[config.mk]
export PLATFORM = sky130hd
export DESIGN_NAME = tio_frame_builder
export DESIGN_NICKNAME = d
export VERILOG_FILES = /design/src/rtl/tio_pkg.sv /design/src/rtl/tio_seq.sv /design/src/rtl/tio_crc8.sv /design/src/rtl/tio_field_mux.sv /design/src/rtl/tio_frame_builder.sv
export SDC_FILE = /design/constraint.sdc
export NUM_CORES = 1
export LEC_CHECK = 0
export BUFFER_PORTS_ARGS = -buffer_cell sky130_fd_sc_hd__buf_2
export CELL_PAD_IN_SITES_DETAIL_PLACEMENT = 1
export CELL_PAD_IN_SITES_GLOBAL_PLACEMENT = 1
export CORE_UTILIZATION = 38
export DETAILED_ROUTE_END_ITERATION = 7
export PLACE_DENSITY_LB_ADDON = 0.1
export SYNTH_ARGS = -nofsm -noshare
export SYNTH_HDL_FRONTEND = slang
export SYNTH_SLANG_ARGS = --single-unit
[constraint.sdc]
create_clock -name clk -period 3.3 [get_ports clk]
set_clock_uncertainty 0.15 [all_clocks]
set_input_delay 0.825 -clock clk [delete_from_list [all_inputs] [get_ports clk]]
set_output_delay 0.825 -clock clk [all_outputs]
set_load 0.005 [all_outputs]
[src/rtl/tio_pkg.sv]
package tio_pkg;

    localparam int          FRAME_BYTES = 16;
    localparam int          POS_W       = 4;
    localparam logic [7:0]  COMMA_K     = 8'hBC;
    localparam logic [7:0]  CRC_POLY    = 8'h07;
    localparam int          LL_W        = 16;
    localparam int          NL_WIN_W    = 16;
    localparam int          UART_N      = 2;
    localparam int          UART_SMP    = 3;
    localparam int          I2C_CH      = 6;
    localparam int          EVT_W       = 4;

    // Byte positions inside a frame; the order is what the receiver decodes.
    typedef enum logic [POS_W-1:0] {
        P_COMMA  = 4'd0,
        P_SUBTYP = 4'd1,
        P_FCNT   = 4'd2,
        P_LL_LO  = 4'd3,
        P_LL_HI  = 4'd4,
        P_NL_LO  = 4'd5,
        P_NL_HI  = 4'd6,
        P_UART   = 4'd7,
        P_I2C_A  = 4'd8,
        P_I2C_B  = 4'd9,
        P_I2C_C  = 4'd10,
        P_RSV0   = 4'd11,
        P_RSV1   = 4'd12,
        P_RSV2   = 4'd13,
        P_RSV3   = 4'd14,
        P_CRC    = 4'd15
    } pos_e;

    // Payload captured once per frame, already masked by the channel enables.
    typedef struct packed {
        logic [LL_W-1:0]              ll;
        logic [NL_WIN_W-1:0]          nl_win;
        logic [UART_N*UART_SMP-1:0]   uart_smp;
        logic [UART_N-1:0]            uart_fc;
        logic [I2C_CH*EVT_W-1:0]      i2c;
    } snap_t;

    function automatic logic [7:0] crc8_next(input logic [7:0] c, input logic [7:0] d);
        logic [7:0] r;
        r = c ^ d;
        for (int i = 0; i < 8; i++) begin
            r = r[7] ? ((r << 1) ^ CRC_POLY) : (r << 1);
        end
        return r;
    endfunction

endpackage

[src/rtl/tio_seq.sv]
module tio_seq
    import tio_pkg::*;
#(
    parameter  int NL_SLICES = 4,
    localparam int FC_W      = (NL_SLICES > 1) ? $clog2(NL_SLICES) : 1
) (
    input  logic            clk,
    input  logic            rst,
    output pos_e            pos,
    output logic [FC_W-1:0] fcnt
);

    localparam logic [FC_W-1:0] FC_LAST = FC_W'(NL_SLICES - 1);

    always_ff @(posedge clk) begin
        if (rst) begin
            pos  <= P_COMMA;
            fcnt <= '0;
        end else begin
            pos <= pos_e'(pos + 1'b1);
            if (pos == P_CRC) begin
                fcnt <= (fcnt == FC_LAST) ? '0 : fcnt + 1'b1;
            end
        end
    end

endmodule

[src/rtl/tio_crc8.sv]
module tio_crc8
    import tio_pkg::*;
(
    input  logic       clk,
    input  logic       rst,
    input  logic       clear,
    input  logic       en,
    input  logic [7:0] din,
    output logic [7:0] crc
);

    always_ff @(posedge clk) begin
        if (rst || clear) begin
            crc <= 8'h00;
        end else if (en) begin
            crc <= crc8_next(crc, din);
        end
    end

endmodule

[src/rtl/tio_field_mux.sv]
module tio_field_mux
    import tio_pkg::*;
#(
    parameter logic [7:0] SUBTYPE = 8'h01,
    parameter int         FC_W    = 2
) (
    input  pos_e            pos,
    input  logic [FC_W-1:0] fcnt,
    input  snap_t           snap,
    input  logic [7:0]      crc,
    output logic [7:0]      byte_o,
    output logic            k_o
);

    always_comb begin
        k_o = (pos == P_COMMA);
        unique case (pos)
            P_COMMA:  byte_o = COMMA_K;
            P_SUBTYP: byte_o = SUBTYPE;
            P_FCNT:   byte_o = 8'(fcnt);
            P_LL_LO:  byte_o = snap.ll[7:0];
            P_LL_HI:  byte_o = snap.ll[15:8];
            P_NL_LO:  byte_o = snap.nl_win[7:0];
            P_NL_HI:  byte_o = snap.nl_win[15:8];
            P_UART:   byte_o = {snap.uart_fc[1], snap.uart_smp[5:3],
                                snap.uart_fc[0], snap.uart_smp[2:0]};
            P_I2C_A:  byte_o = snap.i2c[7:0];
            P_I2C_B:  byte_o = snap.i2c[15:8];
            P_I2C_C:  byte_o = snap.i2c[23:16];
            P_CRC:    byte_o = crc;
            default:  byte_o = 8'h00;
        endcase
    end

endmodule

[src/rtl/tio_frame_builder.sv]
module tio_frame_builder
    import tio_pkg::*;
#(
    parameter int         NL_SLICES = 4,
    parameter logic [7:0] SUBTYPE   = 8'h01,
    parameter bit         EN_LL     = 1'b1,
    parameter bit         EN_NL     = 1'b1,
    parameter logic [1:0] EN_UART   = 2'b11,
    parameter logic [5:0] EN_I2C    = 6'b111111
) (
    input  logic                          clk,
    input  logic                          rst,
    input  logic [15:0]                   ll_gpio,
    input  logic [NL_SLICES*16-1:0]       nl_gpio,
    input  logic [5:0]                    uart_smp,
    input  logic [1:0]                    uart_fc,
    input  logic [23:0]                   i2c_evt,
    output logic                          out_valid,
    output logic [7:0]                    out_byte,
    output logic                          out_k,
    output logic                          out_sof
);

    localparam int FC_W = (NL_SLICES > 1) ? $clog2(NL_SLICES) : 1;

    pos_e                       pos;
    logic [FC_W-1:0]            fcnt;
    logic [7:0]                 crc;
    logic [7:0]                 mux_byte;
    logic                       mux_k;
    snap_t                      snap_d, snap_q;
    logic [UART_N*UART_SMP-1:0] uart_m;
    logic [UART_N-1:0]          fc_m;
    logic [I2C_CH*EVT_W-1:0]    i2c_m;
    logic [NL_WIN_W-1:0]        nl_sel;

    tio_seq #(.NL_SLICES(NL_SLICES)) u_seq (
        .clk  (clk),
        .rst  (rst),
        .pos  (pos),
        .fcnt (fcnt)
    );

    // Channel masking: each disabled group is zeroed before capture.
    for (genvar u = 0; u < UART_N; u++) begin : g_uart
        assign uart_m[u*UART_SMP +: UART_SMP] = EN_UART[u] ? uart_smp[u*UART_SMP +: UART_SMP] : '0;
        assign fc_m[u]                        = EN_UART[u] ? uart_fc[u] : 1'b0;
    end

    for (genvar k = 0; k < I2C_CH; k++) begin : g_i2c
        assign i2c_m[k*EVT_W +: EVT_W] = EN_I2C[k] ? i2c_evt[k*EVT_W +: EVT_W] : '0;
    end

    assign nl_sel = nl_gpio[int'(fcnt)*NL_WIN_W +: NL_WIN_W];

    assign snap_d = '{
        ll:       EN_LL ? ll_gpio : '0,
        nl_win:   EN_NL ? nl_sel  : '0,
        uart_smp: uart_m,
        uart_fc:  fc_m,
        i2c:      i2c_m
    };

    // Capture on the edge that launches the comma, so a frame is coherent.
    always_ff @(posedge clk) begin
        if (rst) begin
            snap_q <= '0;
        end else if (pos == P_COMMA) begin
            snap_q <= snap_d;
        end
    end

    tio_field_mux #(.SUBTYPE(SUBTYPE), .FC_W(FC_W)) u_mux (
        .pos    (pos),
        .fcnt   (fcnt),
        .snap   (snap_q),
        .crc    (crc),
        .byte_o (mux_byte),
        .k_o    (mux_k)
    );

    tio_crc8 u_crc (
        .clk   (clk),
        .rst   (rst),
        .clear (pos == P_COMMA),
        .en    ((pos != P_COMMA) && (pos != P_CRC)),
        .din   (mux_byte),
        .crc   (crc)
    );

    always_ff @(posedge clk) begin
        if (rst) begin
            out_valid <= 1'b0;
            out_byte  <= 8'h00;
            out_k     <= 1'b0;
            out_sof   <= 1'b0;
        end else begin
            out_valid <= 1'b1;
            out_byte  <= mux_byte;
            out_k     <= mux_k;
            out_sof   <= (pos == P_COMMA);
        end
    end

endmodule

After elaboration in Yosys (flattened, before gate mapping):

Cells that the tools add are included.

* $add $sub $neg: 2
* equality and inequality tests: 13
* shift operators: 1
* muxes and demuxes: 11
* bitwise gates (word level): 9
* reduce and logical (&&, ||, !) cells: 4

Operators by type and width (number)
* $pmux 8 s12: 1
* $shiftx 64x7->16: 1
* $mux 3: 8
* $not 3->3: 8
* $eq 4x3->1 const B: 4
* $eq 4x4->1 const B: 4
* $eq 4x2->1 const B: 2
* $xor 8x8->8: 1
* $add 4x1->4 const B: 1
* $eq 4x1->1 const B: 1
* $logic_not 4->1: 1
* $ne 4x4->1 const B: 1
* $reduce_bool 4->1: 1
* $add 2x1->2 const B: 1
* $eq 2x2->1 const B: 1
* $mux 2: 1
* $logic_and 1x1->1: 1
* $logic_or 1x1->1: 1
* $mux 1: 1

* flip-flop bits (word level): 88
* bits of input ports: 114
* output and inout port bits: 11
* word-level logic and storage cells: 51

Longest topological paths before layout:

* word-level depth: 19
* gate-level depth with buffers: 11
* gate-level depth less buffers: 9

Hierarchy:

From an unflattened synthesis, not the netlist that was laid out.

* cell total of the unflattened synthesis: 511
* area, all modules: 4569.4 µm²

By module, submodules not included
* tio_frame_builder: times used 1, cells an instance 324, area an instance 2942.8 µm², seq. area each 1501.4 µm²
* tio_field_mux: times used 1, cells an instance 108, area an instance 754.5 µm², seq. area each 0.0 µm²
* tio_crc8: times used 1, cells an instance 56, area an instance 616.8 µm², seq. area each 160.2 µm²
* tio_seq: times used 1, cells an instance 23, area an instance 255.2 µm², seq. area each 120.1 µm²

Worst setup path before layout:

OpenSTA, ideal clock, no wires.

* kind: reg-to-reg
* start point: register u_seq.pos[0]
* end point: register u_crc.crc[3]
* library setup time: 0.122 ns
* arrival: 2.466 ns
* required time: 3.028 ns
* slack: 0.562 ns
* stages on the path, launching flop included: 12
* path buffers: 2
* period minus slack after synthesis: 2.738 ns
* cells stage by stage: dfxtp_1 inv_1 ha_1 buf_6 buf_6 a22o_1 a222oi_1 nand3_1 a211o_1 a211oi_2 o21bai_1 nor3b_2

* cells in the longest elaborated chain, start to end: 8
* elaborated cells between the ends (all ways): 25
* those cells by class: eq/ne (12); mux (5); bitwise (4); reduce/logical (4)

RTL lines
* start, declared: RTL line tio_seq.sv:9 `output pos_e pos,`
* start signal, assigned: RTL line tio_seq.sv:20 `pos <= pos_e'(pos + 1'b1);`
* $eq 4x4->1, or another cell as far along: RTL line tio_field_mux.sv:17 `unique case (pos)`
* $pmux 8 s12: RTL line tio_field_mux.sv:17
* $xor 8x8->8: RTL line tio_pkg.sv:45 `r = c ^ d;`
* $mux 3: RTL line tio_pkg.sv:47 `r = r[7] ? ((r << 1) ^ CRC_POLY) : (r << 1);`
* $not 3->3 (no source line)
* $mux 3: RTL line tio_pkg.sv:47
* $not 3->3 (no source line)
* $mux 3: RTL line tio_pkg.sv:47
* end signal, assigned: RTL line tio_crc8.sv:16 `crc <= crc8_next(crc, din);`
* end, declared: RTL line tio_crc8.sv:9 `output logic [7:0] crc`

Several ways; a longest one is shown, not always the timed one.
A chain may end at the register's enable or synchronous reset.

Worst setup path after layout:

* start point: register u_seq.pos[1]
* end point: register u_crc.crc[4]

The elaborated chain is that of the path after synthesis.

==> results.py <==
metrics = {
    "run_status": {
        "outcome": "completed",
    },
    "final_layout": {
        "syn2layout_area_growth_pct": 21.7,
        "finish.instance_area_um2": 5350,
        "fill_cells": 1360,
        "diodes": 0,
        "fin_util_pct": 48.5,
        "multi_input_area_um2": 2420,
        "fin_nets": 740,
        "regArea_um2": 1760,
        "drive_gt1_share_pct": 28.9,
        "fin_cells": 766,
    },
    "routing": {
        "drtIter0Drc": 155,
        "ant_nets": 0,
        "num_vias": 4092,
        "avgRoutedWirePerCell_um": 16.5,
        "drc": 0,
        "drt-total-wl_um": 12600,
        "first_pass_iters": 4,
        "vias_per_cell": 5.34,
    },
    "global_route": {
        "grt_antenna_before_repair": 0,
        "grt_max_degree": 58,
        "grt-ovfl-total": 0,
        "grt_usage_pct": 22.9,
        "grt_pass1_vias": 4215,
        "grt_pass1_wl_um": 20600,
    },
    "worst_setup_path": {
        "reg2reg_from": "u_seq.pos[1]$_SDFF_PP0_",
        "startpoint": "u_seq.pos[1]$_SDFF_PP0_",
        "crit_arrival_ns": 3.21,
        "reg2reg_to": "u_crc.crc[4]$_SDFFE_PP0P_",
        "rrSetupSlack_ns": 0.21,
        "required_ns": 3.42,
        "reg2regPathDepth": 9,
        "cp-endpoint": "u_crc.crc[4]$_SDFFE_PP0P_",
        "cp_max_fo": 15,
        "critPathLaunchType": "register",
        "cp-end-kind": "register",
        "criticalPathCategory": "reg2reg",
    },
    "logic_synthesis": {
        "synth_edf_count": 0,
        "synth_cells": 516,
        "yosysSeqAreaShare_pct": 40.1,
        "yosys-top-cells-count": "nand2_1, dfxtp_1, a21oi_1, clkbuf_1, nor2_1",
        "synth_nets": 635,
        "netlist_area_um2": 4400,
        "synth_largest_area_cell": "dfxtp_1",
        "synth.distinct_cells": 59,
        "synth-seq-cells": 88,
        "async_reset_ff_share_pct": 0,
        "yosysTopAreaCellShare_pct": 40.1,
        "synth_ff_type": "dfxtp_1",
        "yosys_warnings": 0,
        "synthTopCellsByArea": "dfxtp_1, nand2_1, mux4_2, a21oi_1, xnor2_1",
        "synth.most_common_cell": "nand2_1",
        "synth_area_per_cell_um2": 8.52,
    },
    "placed_design": {
        "placed_cells": 750,
        "placed_cell_area_um2": 5090,
        "port_buffers": 124,
        "gp_congestion": 0.869,
        "hpwl_um": 9780,
    },
    "floorplanning": {
        "io_pins": 125,
        "initial_core_util_pct": 39.8,
        "fp.dieH_um": 110,
        "die_w_um": 110,
        "dieArea_um2": 12000,
        "design.core.area_um2": 11000,
        "rows": 38,
    },
    "timing": {
        "worst-slew-pin-transition_ns": 0.652,
        "setup_viol": 0,
        "finalHoldViolCount": 0,
        "slew_viol_final": 0,
        "hold_slack_ns": 0.305,
        "max_freq_mhz": 324,
        "slew_headroom_pct": 56.4,
        "fin_crit_ns": 3.09,
        "finalCritPeriodShare_pct": 93.6,
    },
    "pwr": {
        "ir_drop_mv": 0.269,
        "p_per_area_nw_per_um2": 567,
        "power_mw": 3.03,
        "p_leak_nw": 2.21,
    },
    "clock_tree": {
        "cts.sinks": 88,
        "htree_levels": 3,
        "path_clk_slew_ns": 0.06,
        "insertion_delay_ns": 0.34,
        "numCtsBuffers": 9,
        "root_buffer": "clkbuf_16",
        "post-cts-setup-buffer-count": 0,
        "cts_tree": "built",
        "cts.path.max_buffers": 2,
    },
    "worst_hold_path": {
        "hold_class": "reg2reg",
    },
    "job": {
        "maxCapViolCount": 0,
    },
}
[per-stage QoR]
step / TNS [ns] / worst slack (ns)
floorplan: 0 / 0.562
global placement: 0 / 0.366
detailed placement: 0 / 0.235
CTS: 0 / 0.187
global route: -0.000151 / -0.000151
finish: 0 / 0.212
[worst max-delay path, stage by stage (launching register included)]
cell and delay (ns):
dfxtp_1 0.39, inv_1 0.11, ha_1 0.40, and2_1 0.27, mux4_2 0.48, nor3_1 0.32
xnor3_1 0.29, xnor2_1 0.14, or3_1 0.32, a21oi_1 0.16
[power breakdown]
group | total [mW] | switching [mW] | internal, mW
combinational | 0.822 | 0.418 | 0.403
sequential | 1.30 | 0.109 | 1.19
clock | 0.911 | 0.401 | 0.510
total | 3.03 | 0.929 | 2.10
[cells in the final DEF, fill, tap and decap left out, types with 4 or more instances in the layout]
cell type and instances:
nand3_1 8, nor2_1 19, nor2b_1 4, mux4_2 18
xnor2_1 11, a21oi_1 77, and2_1 6, nand2_1 151
nand2b_1 4, mux2i_1 7, inv_1 5, clkbuf_16 9
buf_2 124, dfxtp_1 88, clkbuf_1 4, buf_4 9
a22oi_1 10, o22ai_1 4
[layer usage]
metal  up-vias  part of all wire (%)  track usage, %
li1       2008                     -               -
met1      1956                    45            28.9
met2       105                    49            38.4
met3        23                   4.0            5.33
met4         0                   2.3            7.90
met5         -                     0               0
[area by class of cell]
type / instances / area share, %
inverters: 6 / 0.421
clock buffers: 13 / 4.49
clock inverters: 3 / 0.351
repair buffers: 134 / 13.2
flip-flops and latches: 88 / 32.9
multi-input cells: 382 / 45.3
well taps: 140 / 3.27
[worst min-delay path by stage]
stage | depth (start not counted) | endpoint | from
floorplan | 2 | snap_q[32]$_SDFFE_PP0P_ | snap_q[32]$_SDFFE_PP0P_
global placement | 2 | snap_q[61]$_SDFFE_PP0P_ | snap_q[61]$_SDFFE_PP0P_
detailed placement | 2 | snap_q[47]$_SDFFE_PP0P_ | snap_q[47]$_SDFFE_PP0P_
CTS | 2 | snap_q[47]$_SDFFE_PP0P_ | snap_q[47]$_SDFFE_PP0P_
global route | 2 | snap_q[61]$_SDFFE_PP0P_ | snap_q[61]$_SDFFE_PP0P_
finish | 2 | snap_q[47]$_SDFFE_PP0P_ | snap_q[47]$_SDFFE_PP0P_
[kinds of logic after synthesis]
| logic type | count (synthesis) | share of synthesized area, % |
|---|---|---|
| fa+ha+maj | 5 | 1.42 |
| simple gates | 214 | 21.3 |
| flops | 88 | 40.1 |
| compound gates | 120 | 16.6 |
| mux | 29 | 11.9 |
| xor+xnor | 14 | 3.64 |
| buf+inv | 46 | 5.04 |
[timing repair]
item	in CTS	in global routing
gates resized for setup	0	2
hold buffers	0	0
endpoints found under the setup margin	0	1
[registers in the layout (all words and copies together), names as in the netlist]
name and count:
snap_q 64, out_byte 8, u_crc.crc 8, u_seq.pos 4, u_seq.fcnt 2, out_sof 1
out_valid 1
Power figures use the tool's default switching activity.
